--- config.mk ---
export PLATFORM = sky130hd
export DESIGN_NAME = tsc_read_unit
export DESIGN_NICKNAME = d
export VERILOG_FILES = /design/src/rtl/tsc_pkg.sv /design/src/rtl/tsc_free_counter.sv /design/src/rtl/tsc_wreg.sv /design/src/rtl/tsc_priv_gate.sv /design/src/rtl/tsc_result_stage.sv /design/src/rtl/tsc_read_unit.sv
export SDC_FILE = /design/constraint.sdc
export NUM_CORES = 1
export LEC_CHECK = 0
export ABC_AREA = 0
export CAP_MARGIN = 30
export CORE_ASPECT_RATIO = 0.5
export CORE_MARGIN = 2
export CORE_UTILIZATION = 49
export DETAILED_ROUTE_END_ITERATION = 16
export GPL_TIMING_DRIVEN = 0
export PLACE_DENSITY = 0.77
export SYNTH_ARGS = -nofsm -noshare
export SYNTH_HDL_FRONTEND = slang
export SYNTH_SLANG_ARGS = --single-unit
--- constraint.sdc ---
create_clock -name clk -period 2.8 [get_ports clk]
set_input_delay 0.56 -clock clk [delete_from_list [all_inputs] [get_ports clk]]
set_output_delay 0.56 -clock clk [all_outputs]
set_load 0.01 [all_outputs]
--- src/rtl/tsc_pkg.sv ---
package tsc_pkg;

  localparam int unsigned TSC_RES_W_DEF = 32;
  localparam int unsigned TSC_PL_W_DEF  = 2;

  typedef enum logic {
    TSC_OP_PLAIN = 1'b0,
    TSC_OP_AUX   = 1'b1
  } tsc_op_e;

endpackage

--- src/rtl/tsc_free_counter.sv ---
module tsc_free_counter #(
  parameter int unsigned CNT_W = 64
) (
  input  logic             clk,
  input  logic             rst,
  output logic [CNT_W-1:0] count
);

  logic [CNT_W-1:0] count_q;

  always_ff @(posedge clk) begin
    if (rst) begin
      count_q <= '0;
    end else begin
      count_q <= count_q + {{(CNT_W-1){1'b0}}, 1'b1};
    end
  end

  assign count = count_q;

endmodule

--- src/rtl/tsc_wreg.sv ---
module tsc_wreg #(
  parameter int unsigned W = 32
) (
  input  logic         clk,
  input  logic         rst,
  input  logic         we,
  input  logic [W-1:0] wdata,
  output logic [W-1:0] q
);

  logic [W-1:0] q_r;

  always_ff @(posedge clk) begin
    if (rst) begin
      q_r <= '0;
    end else if (we) begin
      q_r <= wdata;
    end
  end

  assign q = q_r;

endmodule

--- src/rtl/tsc_priv_gate.sv ---
module tsc_priv_gate #(
  parameter int unsigned PL_W = 2
) (
  input  logic            ts_disable,
  input  logic [PL_W-1:0] cpl,
  output logic            grant
);

  // Level zero is always allowed; other levels only if reads are enabled.
  always_comb begin
    grant = 1'b1;
    if (ts_disable && (cpl != '0)) begin
      grant = 1'b0;
    end
  end

endmodule

--- src/rtl/tsc_result_stage.sv ---
module tsc_result_stage
  import tsc_pkg::*;
#(
  parameter int unsigned RES_W = 32
) (
  input  logic               clk,
  input  logic               rst,
  input  logic               req_valid,
  input  tsc_op_e            req_op,
  input  logic               grant,
  input  logic [2*RES_W-1:0] count,
  input  logic [2*RES_W-1:0] offset,
  input  logic [RES_W-1:0]   aux,
  output logic               rsp_valid,
  output logic               rsp_fault,
  output logic [RES_W-1:0]   rsp_lo,
  output logic [RES_W-1:0]   rsp_hi,
  output logic [RES_W-1:0]   rsp_aux
);

  localparam int unsigned SUM_W = 2 * RES_W;

  logic [SUM_W-1:0] sum;
  logic [RES_W-1:0] aux_sel;

  always_comb begin
    sum     = count + offset;
    aux_sel = (req_op == TSC_OP_AUX) ? aux : '0;
  end

  always_ff @(posedge clk) begin
    if (rst) begin
      rsp_valid <= 1'b0;
      rsp_fault <= 1'b0;
      rsp_lo    <= '0;
      rsp_hi    <= '0;
      rsp_aux   <= '0;
    end else begin
      rsp_valid <= req_valid;
      rsp_fault <= req_valid && !grant;
      if (req_valid) begin
        if (grant) begin
          rsp_lo  <= sum[RES_W-1:0];
          rsp_hi  <= sum[SUM_W-1:RES_W];
          rsp_aux <= aux_sel;
        end else begin
          rsp_lo  <= '0;
          rsp_hi  <= '0;
          rsp_aux <= '0;
        end
      end
    end
  end

endmodule

--- src/rtl/tsc_read_unit.sv ---
module tsc_read_unit
  import tsc_pkg::*;
#(
  parameter int unsigned RES_W = TSC_RES_W_DEF,
  parameter int unsigned PL_W  = TSC_PL_W_DEF
) (
  input  logic               clk,
  input  logic               rst,
  input  logic               req_valid,
  input  logic               req_op,
  input  logic               ts_disable,
  input  logic [PL_W-1:0]    cpl,
  input  logic               off_we,
  input  logic [2*RES_W-1:0] off_wdata,
  input  logic               aux_we,
  input  logic [RES_W-1:0]   aux_wdata,
  output logic               rsp_valid,
  output logic               rsp_fault,
  output logic [RES_W-1:0]   rsp_lo,
  output logic [RES_W-1:0]   rsp_hi,
  output logic [RES_W-1:0]   rsp_aux
);

  localparam int unsigned CNT_W = 2 * RES_W;

  logic [CNT_W-1:0] cnt_val;
  logic [CNT_W-1:0] off_q;
  logic [RES_W-1:0] aux_q;
  logic             grant;
  tsc_op_e          op_e;

  assign op_e = tsc_op_e'(req_op);

  tsc_free_counter #(.CNT_W(CNT_W)) u_cnt (
    .clk   (clk),
    .rst   (rst),
    .count (cnt_val)
  );

  tsc_wreg #(.W(CNT_W)) u_off (
    .clk   (clk),
    .rst   (rst),
    .we    (off_we),
    .wdata (off_wdata),
    .q     (off_q)
  );

  tsc_wreg #(.W(RES_W)) u_aux (
    .clk   (clk),
    .rst   (rst),
    .we    (aux_we),
    .wdata (aux_wdata),
    .q     (aux_q)
  );

  tsc_priv_gate #(.PL_W(PL_W)) u_gate (
    .ts_disable (ts_disable),
    .cpl        (cpl),
    .grant      (grant)
  );

  tsc_result_stage #(.RES_W(RES_W)) u_res (
    .clk       (clk),
    .rst       (rst),
    .req_valid (req_valid),
    .req_op    (op_e),
    .grant     (grant),
    .count     (cnt_val),
    .offset    (off_q),
    .aux       (aux_q),
    .rsp_valid (rsp_valid),
    .rsp_fault (rsp_fault),
    .rsp_lo    (rsp_lo),
    .rsp_hi    (rsp_hi),
    .rsp_aux   (rsp_aux)
  );

endmodule

==> impl_metrics.ini <==
[pwr]
leakage_nw = 7.004
pwr-share-seq_pct = 46.9
switchingPower_w = 0.002047
p_int_w = 0.006219
switching_share_pct = 24.76
combPwrFrac_pct = 10.3
power.share.clock_pct = 42.8
power.density_nw_per_um2 = 484.5
ir_worst_vdd_uv = 397.2

[synthesis]
syn_inst = 1431
ys_seq_elements = 258
synth.cell_area_um2 = 12690
syn_area_per_cell_um2 = 8.868
synth_top_area_cell = dfxtp_1
synth_edf_count = 0
ys_warn_count = 0
syn_nets = 1601
ys_top_cells_by_area = dfxtp_1 (41%), mux2i_1 (7.7%), nor2_1 (7.6%), ha_1 (6.3%), xor2_1 (4.3%)
ys.flop_type = dfxtp_1
yosysSeqAreaShare_pct = 40.70
synth_top_area_share_pct = 40.70
yosysUniqueCellTypes = 69
async_flop_share_pct = 0
synth_common_cells = dfxtp_1 (258), nor2_1 (258), mux2i_1 (97)

[timing]
period_share_pct = 112.5
finalMaxSlewViolations = 0
hold_slack_ps = 481.2
rsz0062_at_grt = yes
finClkSkew_ps = 15.82
fin_crit_ps = 3150
fmax_mhz = 317.4
relSlewSlack_pct = 37.14
tightest_slew_ps = 943.0
setup_viol = 26
hold_viol_final = 0
fin_ws_ps = -350.4

[floorplanning]
die_w_um = 231.6
die_y_um = 117.8
dieArea_um2 = 27280
initial_core_util_pct = 50.07
rows = 41
ioPinCount = 203
core_um2 = 25340

[status]
outcome = finished with violations
violations = setup timing

[placement]
place_congestion = 0.9827
port-buffer-count = 198
place_ws_ps = -830.3
hpwl_um = 27860

[worst_setup_path]
timing.rr.start = u_cnt.count[0]$_SDFF_PP0_
path_max_fanout = 4
arrival_ps = 3580
path_delay_family = compound AO/OA/AOI/OAI gates
timing.critical_path.buf_inv = 1
path_cells = ha_4, inv_2, fa_2, nor2b_2, o31a_1, o221ai_2, a211o_4, o21bai_4, o31ai_4, or4_4, o221ai_2, xnor2_1, a22o_1
slowest_stage = or4_4
cp_common_cell = o221ai_2
max_stage_delay_ps = 490
critical_path_class = reg -> reg
endpoint_kind = flip-flop
critical_path.startpoint_type = flip-flop
rr_worst_depth = 13
r2r_end = u_res.rsp_hi[26]$_SDFFE_PP0P_
r2r_slack_ps = -350
crit_required_ps = 3230

[routing]
drtIter0Drc = 929
drt-total-wl_um = 38300
firstDrtPassIters = 5
wire_per_inst_um = 18.57
ant_nets = 0
vias = 11770
vias_per_cell = 5.707
drc_errors = 0

[worst_hold_path]
hold_path_end = u_res.rsp_hi[15]$_SDFFE_PP0P_
hp-start = u_res.rsp_hi[15]$_SDFFE_PP0P_
hold_path_depth = 1
hp-class = reg -> reg

[clock_network]
clk_latency_ps = 540
clkSinkCount = 258
path_clk_slew_ps = 70
clockBufferDepth = 3
cts_buffers = 24
cts_hold_buf = 0
cts-root-buf = clkbuf_16
cts_tree = yes
cts-htree-levels = 1

[cells_and_area]
areaGrowthSynthToFinish_pct = 34.45
drive_gt1_share_pct = 13.27
n_antenna_cell = 0
final_nets = 1870
post-route-util_pct = 67.33

[global_routing]
grt_max_degree = 17
grt_use_total_pct = 26.75
grt_pass1_wl_um = 59130
grt_pass1_vias = 11510
grt_overflow = 0
antenna_found_initial = 0

[run]
max_cap_violations = 0
==> worst max-delay path by stage <==
stage | endpoint | startpoint | cells past startpoint | slack (ps)
2_1_floorplan | u_res.rsp_hi[26]$_SDFFE_PP0P_ | u_cnt.count[0]$_SDFF_PP0_ | 13 | -70
6_report | u_res.rsp_hi[26]$_SDFFE_PP0P_ | u_cnt.count[0]$_SDFF_PP0_ | 13 | -350
5_1_grt | u_res.rsp_hi[22]$_SDFFE_PP0P_ | u_cnt.count[1]$_SDFF_PP0_ | 12 | -420
4_1_cts | u_res.rsp_hi[22]$_SDFFE_PP0P_ | u_cnt.count[0]$_SDFF_PP0_ | 13 | -360
3_5_place_dp | u_res.rsp_hi[31]$_SDFFE_PP0P_ | u_cnt.count[6]$_SDFF_PP0_ | 11 | -830
3_3_place_gp | u_res.rsp_hi[31]$_SDFFE_PP0P_ | u_cnt.count[6]$_SDFF_PP0_ | 11 | -810
==> routing by layer <==
metal  GRT usage (%)  up-vias  wire (um)  share of wire, %
met4           9.736        0       1412               3.7
li1                -     5628          -                 -
met1           33.79     5696      16590                43
met5               0        -          0                 0
met2           45.25      353      18080                47
met3           5.378       90       2217               5.8
==> power by group through the flow <==
stage / sequential (W) / clock, W / combinational [W]
final: 0.00387 / 0.00354 / 0.000854
after global routing: 0.00388 / 0.00372 / 0.000930
after CTS: 0.00387 / 0.00358 / 0.000819
after detailed placement: 0.00395 / 0 / 0.000800
after global placement: 0.00395 / 0 / 0.000777
after floorplan: 0.00394 / 0 / 0.000437
==> sequential cells by signal, indices dropped and copies added, names as in the netlist <==
register / count
u_res.rsp_lo: 32
u_res.rsp_hi: 32
u_off.q: 64
u_aux.q: 32
u_cnt.count: 64
u_res.rsp_valid: 1
u_res.rsp_fault: 1
u_res.rsp_aux: 32
==> worst reg2reg max path, cell delays in order, from the launching register on <==
cell      delay (ps)
dfxtp_4          370
ha_4             130
inv_2             30
fa_2             350
nor2b_2          150
o31a_1           210
o221ai_2         160
a211o_4          400
o21bai_4         190
o31ai_4          100
or4_4            490
o221ai_2         170
xnor2_1          110
a22o_1           180
==> final cells by class <==
class | instances | area, um2
plain buffers | 70 | 281.5
flip-flops and latches | 258 | 5207
clock buffers | 29 | 639.4
well taps | 344 | 430.4
clock inverters | 15 | 202.7
inverters | 18 | 67.56
multi-input cells | 1079 | 7826
repair buffers | 249 | 2406
fillers | 2017 | 8280
==> what timing repair did <==
item	CTS	global route
resized for setup	70	97
endpoints found under the setup margin	51	49
pin swaps	32	51
buffers inserted	26	25
==> placed cells by master, fill, tap and decap left out, drive strengths merged, types with 23 or more instances in the layout <==
master	n
nor2	259
dfxtp	258
clkdlybuf4s50	198
mux2i	97
nand2	85
clkbuf	83
a21oi	73
buf	67
ha	64
xor2	63
a22oi	53
xnor2	50
o21ai	39
a22o	35
nand3	33
a21o	31
nand4	23
==> stage by stage <==
| step | instance area (um2) | total power (W) | cells | setup TNS (ps) |
|---|---|---|---|---|
| floorplan | 12720 | 0.004376 | 1431 | -86.26 |
| global placement | 15130 | 0.004727 | 1973 | -23020 |
| detailed placement | 15140 | 0.004753 | 1974 | -25650 |
| CTS | 16500 | 0.008267 | 2042 | -3046 |
| global route | 17060 | 0.008537 | 2062 | -7836 |
| finish | 17060 | 0.008266 | 2062 | -5190 |
==> logic make-up after synthesis <==
kind of cell	after synthesis	share of synthesized area [%]
adders and majority gates	65	6.468
muxes	97	7.651
xor gates and xnor gates	113	7.799
and+or+nand+nor	489	17.26
buffers and inverters	94	2.859
AOI/OAI and AO/OA	315	17.26
DFF	258	40.70
Note: power is estimated with default switching activity, not from simulation.
